===== config.mk =====
export PLATFORM = sky130hd
export DESIGN_NAME = sfp_page_writer
export DESIGN_NICKNAME = d
export VERILOG_FILES = /design/src/rtl/sfp_pkg.sv /design/src/rtl/sfp_sck_shifter.sv /design/src/rtl/sfp_addr_pack.sv /design/src/rtl/sfp_poll_ctr.sv /design/src/rtl/sfp_page_writer.sv
export SDC_FILE = /design/constraint.sdc
export NUM_CORES = 1
export LEC_CHECK = 0
export ABC_AREA = 0
export BUFFER_PORTS_ARGS = -buffer_cell sky130_fd_sc_hd__buf_2
export CAP_MARGIN = 20
export CORE_MARGIN = 1
export CORE_UTILIZATION = 25
export CTS_BUF_LIST = sky130_fd_sc_hd__clkbuf_8
export CTS_CLUSTER_SIZE = 20
export DETAILED_ROUTE_END_ITERATION = 8
export PLACE_DENSITY_LB_ADDON = 0.25
export SLEW_MARGIN = 10
export SYNTH_ARGS = -nofsm -noshare
export SYNTH_HDL_FRONTEND = slang
export SYNTH_HIERARCHICAL = 1
export SYNTH_SLANG_ARGS = --single-unit
export TNS_END_PERCENT = 10

===== constraint.sdc =====
create_clock -name clk -period 5.2 [get_ports clk]
set_clock_uncertainty 0.2 [all_clocks]
set_input_delay 1.04 -clock clk [delete_from_list [all_inputs] [get_ports clk]]
set_output_delay 1.04 -clock clk [all_outputs]
set_load 0.01 [all_outputs]

===== src/rtl/sfp_pkg.sv =====
`timescale 1ns/1ps
package sfp_pkg;
  typedef enum logic [1:0] {PH_STAT, PH_LOAD, PH_PROG, PH_POLL} phase_e;
  typedef enum logic [2:0] {ST_BOOT, ST_IDLE, ST_SEND, ST_WAIT, ST_GAP} state_e;

  localparam logic [7:0] CMD_BUF_FILL = 8'h84;
  localparam logic [7:0] CMD_COMMIT   = 8'h83;
  localparam logic [7:0] CMD_STATUS   = 8'hD7;

  localparam logic [1:0] ERR_REQ      = 2'd1;
  localparam logic [1:0] ERR_TIMEOUT  = 2'd2;
  localparam logic [1:0] ERR_DENSITY  = 2'd3;
endpackage


===== src/rtl/sfp_sck_shifter.sv =====
`timescale 1ns/1ps
module sfp_sck_shifter #(
  parameter int HALF = 2
) (
  input  logic       clk,
  input  logic       rst,
  input  logic       start,
  input  logic [7:0] tx,
  input  logic       miso,
  output logic       sck,
  output logic       mosi,
  output logic       done,
  output logic [7:0] rx
);
  localparam int CW = (HALF > 1) ? $clog2(HALF) : 1;

  logic [CW-1:0] tick;
  logic [2:0]    bitn;
  logic          busy;
  logic [7:0]    sh;
  logic          edge_now;

  assign edge_now = busy && (tick == CW'(HALF - 1));
  assign mosi     = sh[7];

  always_ff @(posedge clk) begin
    if (rst) begin
      tick <= '0;
      bitn <= '0;
      busy <= 1'b0;
      sh   <= '0;
      sck  <= 1'b0;
      done <= 1'b0;
      rx   <= '0;
    end else begin
      done <= 1'b0;
      if (start && !busy) begin
        busy <= 1'b1;
        sh   <= tx;
        tick <= '0;
        bitn <= '0;
        sck  <= 1'b0;
      end else if (busy) begin
        if (edge_now) begin
          tick <= '0;
          if (!sck) begin
            sck <= 1'b1;
            rx  <= {rx[6:0], miso};
          end else begin
            sck <= 1'b0;
            if (bitn == 3'd7) begin
              busy <= 1'b0;
              done <= 1'b1;
            end else begin
              bitn <= bitn + 3'd1;
              sh   <= {sh[6:0], 1'b0};
            end
          end
        end else begin
          tick <= tick + 1'b1;
        end
      end
    end
  end
endmodule


===== src/rtl/sfp_addr_pack.sv =====
`timescale 1ns/1ps
module sfp_addr_pack #(
  parameter int PAGE_BITS = 10,
  parameter int OFF_W     = 9,
  parameter int SMALL_W   = 8
) (
  input  logic                 mode_264,
  input  logic                 sel_page,
  input  logic [PAGE_BITS-1:0] page,
  input  logic [OFF_W-1:0]     off,
  output logic [23:0]          addr
);
  always_comb begin
    if (sel_page) begin
      addr = mode_264 ? (24'(page) << OFF_W) : (24'(page) << SMALL_W);
    end else begin
      addr = mode_264 ? 24'(off) : 24'(off[SMALL_W-1:0]);
    end
  end
endmodule


===== src/rtl/sfp_poll_ctr.sv =====
`timescale 1ns/1ps
module sfp_poll_ctr #(
  parameter int W = 16
) (
  input  logic         clk,
  input  logic         rst,
  input  logic         clr,
  input  logic         step,
  input  logic [W-1:0] limit,
  output logic         last
);
  logic [W-1:0] cnt;

  assign last = ({1'b0, cnt} + (W+1)'(1)) >= {1'b0, limit};

  always_ff @(posedge clk) begin
    if (rst || clr) cnt <= '0;
    else if (step)  cnt <= cnt + 1'b1;
  end
endmodule


===== src/rtl/sfp_page_writer.sv =====
`timescale 1ns/1ps
module sfp_page_writer
  import sfp_pkg::*;
#(
  parameter int          SCK_HALF   = 2,
  parameter int          NUM_PAGES  = 1024,
  parameter int          PIN_W      = 12,
  parameter int          OFF_W      = 9,
  parameter int          SMALL_PAGE = 256,
  parameter int          LARGE_PAGE = 264,
  parameter int          POLL_W     = 16,
  parameter logic [3:0]  DENSITY    = 4'b0101
) (
  input  logic              clk,
  input  logic              rst,
  input  logic              req_valid,
  output logic              req_ready,
  input  logic [PIN_W-1:0]  req_page,
  input  logic [OFF_W-1:0]  req_offset,
  input  logic [OFF_W-1:0]  req_count_m1,
  input  logic              data_valid,
  output logic              data_ready,
  input  logic [7:0]        data_byte,
  input  logic [POLL_W-1:0] poll_limit,
  output logic              done,
  output logic              err,
  output logic [1:0]        err_code,
  output logic              cfg_valid,
  output logic              mode_264,
  output logic              spi_cs_n,
  output logic              spi_sck,
  output logic              spi_mosi,
  input  logic              spi_miso
);
  localparam int PAGE_BITS = $clog2(NUM_PAGES);
  localparam int SMALL_W   = $clog2(SMALL_PAGE);
  localparam int IDX_W     = OFF_W + 2;
  localparam int CMP_W     = OFF_W + 1;
  localparam int GAP_CYC   = 2 * SCK_HALF;
  localparam int GAP_W     = $clog2(GAP_CYC + 1);

  state_e               st;
  phase_e               ph;
  logic [IDX_W-1:0]     idx;
  logic [PAGE_BITS-1:0] page_q;
  logic [OFF_W-1:0]     off_q;
  logic [OFF_W-1:0]     cnt_q;
  logic [7:0]           status_q;
  logic [GAP_W-1:0]     gap;
  logic                 eng_start, eng_done;
  logic [7:0]           eng_tx, eng_rx;
  logic [23:0]          addr;
  logic [7:0]           tx_next;
  logic                 need_data, last_byte;
  logic [CMP_W-1:0]     psize;
  logic                 bad_req, gap_end, poll_clr, poll_step, poll_last;
  logic                 unused_status;

  assign unused_status = status_q[6] ^ status_q[1];

  sfp_sck_shifter #(.HALF(SCK_HALF)) u_sck (
    .clk(clk), .rst(rst), .start(eng_start), .tx(eng_tx), .miso(spi_miso),
    .sck(spi_sck), .mosi(spi_mosi), .done(eng_done), .rx(eng_rx));

  sfp_addr_pack #(.PAGE_BITS(PAGE_BITS), .OFF_W(OFF_W), .SMALL_W(SMALL_W)) u_addr (
    .mode_264(mode_264), .sel_page(ph == PH_PROG), .page(page_q), .off(off_q), .addr(addr));

  sfp_poll_ctr #(.W(POLL_W)) u_poll (
    .clk(clk), .rst(rst), .clr(poll_clr), .step(poll_step), .limit(poll_limit), .last(poll_last));

  assign psize   = mode_264 ? CMP_W'(LARGE_PAGE) : CMP_W'(SMALL_PAGE);
  assign bad_req = (req_page >= PIN_W'(NUM_PAGES)) ||
                   ({1'b0, req_offset} >= psize) ||
                   (({1'b0, req_count_m1} + CMP_W'(1)) > psize);

  always_comb begin
    tx_next   = 8'h00;
    need_data = 1'b0;
    last_byte = 1'b0;
    unique case (ph)
      PH_LOAD: begin
        last_byte = (idx == (IDX_W'(cnt_q) + IDX_W'(4)));
        if (idx == '0)                tx_next = CMD_BUF_FILL;
        else if (idx < IDX_W'(4)) begin
          case (idx[1:0])
            2'd1:    tx_next = addr[23:16];
            2'd2:    tx_next = addr[15:8];
            default: tx_next = addr[7:0];
          endcase
        end else begin
          tx_next   = data_byte;
          need_data = 1'b1;
        end
      end
      PH_PROG: begin
        last_byte = (idx == IDX_W'(3));
        case (idx[1:0])
          2'd0:    tx_next = CMD_COMMIT;
          2'd1:    tx_next = addr[23:16];
          2'd2:    tx_next = addr[15:8];
          default: tx_next = addr[7:0];
        endcase
      end
      default: begin
        last_byte = (idx == IDX_W'(1));
        tx_next   = (idx == '0) ? CMD_STATUS : 8'h00;
      end
    endcase
  end

  assign data_ready = (st == ST_SEND) && need_data;
  assign req_ready  = (st == ST_IDLE) && cfg_valid;
  assign gap_end    = (st == ST_GAP) && (gap == GAP_W'(GAP_CYC - 1));
  assign poll_clr   = gap_end && (ph == PH_PROG);
  assign poll_step  = gap_end && (ph == PH_POLL) && !status_q[7] && !poll_last;

  always_ff @(posedge clk) begin
    if (rst) begin
      st        <= ST_BOOT;
      ph        <= PH_STAT;
      idx       <= '0;
      page_q    <= '0;
      off_q     <= '0;
      cnt_q     <= '0;
      status_q  <= '0;
      gap       <= '0;
      eng_start <= 1'b0;
      eng_tx    <= '0;
      done      <= 1'b0;
      err       <= 1'b0;
      err_code  <= '0;
      cfg_valid <= 1'b0;
      mode_264  <= 1'b0;
      spi_cs_n  <= 1'b1;
    end else begin
      done      <= 1'b0;
      err       <= 1'b0;
      eng_start <= 1'b0;
      unique case (st)
        ST_BOOT: begin
          ph       <= PH_STAT;
          idx      <= '0;
          spi_cs_n <= 1'b0;
          st       <= ST_SEND;
        end
        ST_IDLE: begin
          if (req_valid && cfg_valid) begin
            if (bad_req) begin
              err      <= 1'b1;
              err_code <= ERR_REQ;
            end else begin
              page_q   <= req_page[PAGE_BITS-1:0];
              off_q    <= req_offset;
              cnt_q    <= req_count_m1;
              ph       <= PH_LOAD;
              idx      <= '0;
              spi_cs_n <= 1'b0;
              st       <= ST_SEND;
            end
          end
        end
        ST_SEND: begin
          if (!need_data || data_valid) begin
            eng_start <= 1'b1;
            eng_tx    <= tx_next;
            st        <= ST_WAIT;
          end
        end
        ST_WAIT: begin
          if (eng_done) begin
            if (ph == PH_STAT || ph == PH_POLL) status_q <= eng_rx;
            if (last_byte) begin
              spi_cs_n <= 1'b1;
              gap      <= '0;
              st       <= ST_GAP;
            end else begin
              idx <= idx + 1'b1;
              st  <= ST_SEND;
            end
          end
        end
        ST_GAP: begin
          if (gap_end) begin
            idx <= '0;
            unique case (ph)
              PH_STAT: begin
                cfg_valid <= 1'b1;
                mode_264  <= ~status_q[0];
                if (status_q[5:2] != DENSITY) begin
                  err      <= 1'b1;
                  err_code <= ERR_DENSITY;
                end
                st <= ST_IDLE;
              end
              PH_LOAD: begin
                ph       <= PH_PROG;
                spi_cs_n <= 1'b0;
                st       <= ST_SEND;
              end
              PH_PROG: begin
                ph       <= PH_POLL;
                spi_cs_n <= 1'b0;
                st       <= ST_SEND;
              end
              default: begin
                if (status_q[7]) begin
                  done <= 1'b1;
                  st   <= ST_IDLE;
                end else if (poll_last) begin
                  err      <= 1'b1;
                  err_code <= ERR_TIMEOUT;
                  st       <= ST_IDLE;
                end else begin
                  spi_cs_n <= 1'b0;
                  st       <= ST_SEND;
                end
              end
            endcase
          end else begin
            gap <= gap + 1'b1;
          end
        end
        default: st <= ST_IDLE;
      endcase
    end
  end
endmodule


==> metrics.csv <==
stage,metric,value,unit
status,status,completed,
sta,tightest_slew,0.877,ns
hold_path,hold_depth,2,
setup_path,rr_endpoint,u_poll/cnt[12]$_SDFFE_PP0P_,
floorplan,io_pins,70,
global_routing,grtUsageTotal,11.7,%
placed_design,dp_hpwl,11900,um
global_routing,grt_max_degree,81,
power_and_ir_drop,power.density,283,mW/mm^2
sta,setup_viol,0,
clock_network,cts_sinks,108,
setup_path,endpoint_kind,flop,
detailed_routing,drt_iter0_drc,266,
sta,hold_viol,0,
layout,final_layout_size_suffix_gt1_share,14.3,%
layout,final_cell_count_no_fill,1201,
floorplan,initial_utilization,25.4,%
yosys,synth_edf_count,0,
clock_network,clk_latency,0.39,ns
detailed_routing,ant_nets,0,
floorplan,rows,60,
sta,tns,0,ns
detailed_routing,drc,0,
detailed_routing,firstDrtPassIters,5,
yosys,ys_ff_latch,108,
setup_path,cp.required,5.33,ns
global_routing,grt_pass1_wl,26900,um
sta,max_freq,220,MHz
detailed_routing,vias,5646,
setup_path,crit_path_top_delay_cell,or4_4,
clock_network,cts_tree,yes,
yosys,yosysWarnings,6,
setup_path,worstSetupPathType,reg2reg,
yosys,ys_types,76,
power_and_ir_drop,worst_ir_drop_vdd,0.140,mV
floorplan,core-area,0.0268,sq mm
hold_path,min_from,eng_tx[0]$_SDFFE_PP0P_,
clock_network,cts_setup_buffers,0,
detailed_routing,routed_via_density,4.70,
clock_network,cts_root_buffer,clkbuf_8,
hold_path,hp-class,reg2reg,
yosys,syn_inst,823,
layout,syn_to_final_growth,10.1,%
yosys,synthFlopType,dfxtp_1,
yosys,yosysTopAreaCell,dfxtp_1,
layout,fillCellCount,2883,
yosys,synth_top_cell_area_share,31.8,%
global_routing,grt_pass1_vias,5227,
floorplan,die_x,167,um
sta,slew_viol_final,0,
sta,rsz0062_at_grt,no,
power_and_ir_drop,leakagePower,3.09,nW
yosys,syn_avg_cell_area,8.27,sq um
yosys,synthArstFlopShare,0,%
sta,relSlewSlack,41.5,%
yosys,synth_area_leaders,"dfxtp_1 (32%), mux2i_1 (9.1%), nor2_1 (7.4%)",
setup_path,slowest_delay,0.58,ns
clock_network,cts.path.max_buffers,2,
yosys,ys_seq_area_share,31.8,%
setup_path,start_kind,flop,
clock_network,clk_pin_slew,0.11,ns
placed_design,gp_congestion,0.788,
yosys,synth_area,0.00681,sq mm
clock_network,ctsResizeCount,0,
clock_network,cts_buffers,9,
sta,period_needed,4.55,ns
hold_path,holdPathEnd,u_sck/sh[0]$_SDFFE_PP0P_,
setup_path,cp.arrival,4.68,ns
job,cap_viol_max_count,0,
setup_path,path_common_cell,nand3_1,
layout,n_antenna_cell,0,
placed_design,placedCellCount,1185,
setup_path,worstPathMaxFanout,10,
floorplan,die_y,167,um
floorplan,dieArea,0.0279,sq mm
global_routing,grt_overflow,0,
setup_path,reg2reg_slack,0.65,ns
detailed_routing,wl_per_cell,13.2,um
setup_path,rr_worst_depth,15,
setup_path,r2r-start,u_poll/cnt[6]$_SDFFE_PP0P_,
setup_path,crit_chain,nand4_4 -> nor4_1 -> nand3_1 -> xnor2_1 -> ha_1 -> nand3_1 -> nor3_1 -> a22oi_1 -> nand4_1 -> nor2_1 -> and3_1 -> inv_1 -> or4_4 -> or3_1 -> a21oi_1,
sta,fin_crit_sh,87.5,%
detailed_routing,drt-total-wl,15900,um
placed_design,io_buffers,69,
global_routing,antenna_found_initial,0,
layout,final_nets,948,
clock_network,cts_max_level,3,
clock_network,hold_buffers,0,
power by group:
group | total (mW) | internal (mW) | switching (mW) | leakage, nW
logic | 0.644 | 0.255 | 0.389 | 2.13
clock network | 0.488 | 0.187 | 0.301 | 0.0861
registers | 0.989 | 0.901 | 0.0877 | 0.873
flip-flops by register name, summed over array words and instances (netlist names), 2 cells and up:
| register | count |
|---|---|
| u_poll/cnt | 16 |
| idx | 11 |
| page_q | 10 |
| cnt_q | 9 |
| off_q | 9 |
| eng_tx | 8 |
| u_sck/rx | 8 |
| u_sck/sh | 8 |
| status_q | 6 |
| gap | 3 |
| st | 3 |
| u_sck/bitn | 3 |
| err_code | 2 |
| ph | 2 |
Yosys cell counts (all sizes together) (18+ instances only):
cell	number
mux2i	62
a21oi	49
buf	24
dfxtp	108
ha	34
o21ai	31
xor2	19
xnor2	18
nor3	20
nand3	27
nand4	18
nor2	134
clkbuf	32
nor2b	20
inv	37
nand2	46
per-stage QoR:
stage,setup WS (ns),util [%],hold WS [ns],power (mW),cell area [sq um]
6_report,0.651,28.0,0.263,2.12,7500
5_1_grt,0.137,28.0,0.292,2.27,7500
4_1_cts,0.693,28.0,0.273,2.16,7500
3_5_place_dp,0.718,27.3,0.258,1.66,7320
3_3_place_gp,0.860,27.3,0.243,1.65,7320
2_1_floorplan,1.42,-,0.232,1.51,6820
worst max-delay path by stage:
stage / endpoint / startpoint / cells after the start
2_1_floorplan: u_poll/cnt[12]$_SDFFE_PP0P_ / u_poll/cnt[0]$_SDFFE_PP0P_ / 17
3_3_place_gp: u_poll/cnt[14]$_SDFFE_PP0P_ / u_poll/cnt[6]$_SDFFE_PP0P_ / 15
3_5_place_dp: u_poll/cnt[12]$_SDFFE_PP0P_ / u_poll/cnt[6]$_SDFFE_PP0P_ / 15
4_1_cts: u_poll/cnt[12]$_SDFFE_PP0P_ / u_poll/cnt[6]$_SDFFE_PP0P_ / 15
5_1_grt: u_poll/cnt[12]$_SDFFE_PP0P_ / u_poll/cnt[2]$_SDFFE_PP0P_ / 15
6_report: u_poll/cnt[12]$_SDFFE_PP0P_ / u_poll/cnt[6]$_SDFFE_PP0P_ / 15
metal layers:
metal	GRT usage, %	vias to the layer above	wire (um)
met3	2.33	6	582
met5	0	-	0
met1	16.7	2590	8290
met2	18.3	97	6940
met4	2.29	0	85
li1	-	2953	-
worst max-delay path: cells and delay by family (launching register included):
| kind | cells | cell delay, ns |
|---|---|---|
| AOI/OAI and AO/OA | 2 | 0.32 |
| adders and majority gates | 1 | 0.28 |
| buffers and inverters | 1 | 0.14 |
| xor gates and xnor gates | 1 | 0.15 |
| DFF | 1 | 0.54 |
| and+or+nand+nor | 10 | 2.85 |
placed cells by master, fill, tap and decap left out, drive strengths merged, types with 5 or more instances in the layout:
master	Yosys	layout
a2111oi	13	13
a211oi	9	9
a21oi	49	49
a22oi	14	14
a31oi	7	7
and2	5	5
and3	9	9
buf	24	74
clkbuf	32	10
conb	1	5
dfxtp	108	108
ha	34	34
inv	37	39
mux2i	62	62
nand2	46	46
nand2b	13	13
nand3	27	27
nand4	18	18
nor2	134	134
nor2b	20	20
nor3	20	20
nor4	11	11
o21ai	31	31
o31ai	5	5
or3	9	9
or4	8	8
xnor2	18	18
xor2	19	19
cells by family after synthesis:
logic type                 Yosys count  synth area share [%]
muxes                               63                  9.28
xor gates and xnor gates            38                  5.11
AOI/OAI and AO/OA                  149                  15.6
DFF                                108                  31.8
adders and majority gates           34                  6.25
and+or+nand+nor                    335                  25.2
other                                1                0.0551
buffers and inverters               95                  6.69
area by class of cell:
type	instances	area, sq um	area share (%)
clock inverters	6	40.0	0.534
well taps	341	427	5.69
flip-flops and latches	108	2160	28.8
clock buffers	10	138	1.84
multi-input cells	624	4210	56.1
inverters	38	143	1.90
repair buffers	74	383	5.11
Note: power is estimated with default switching activity, not from simulation.
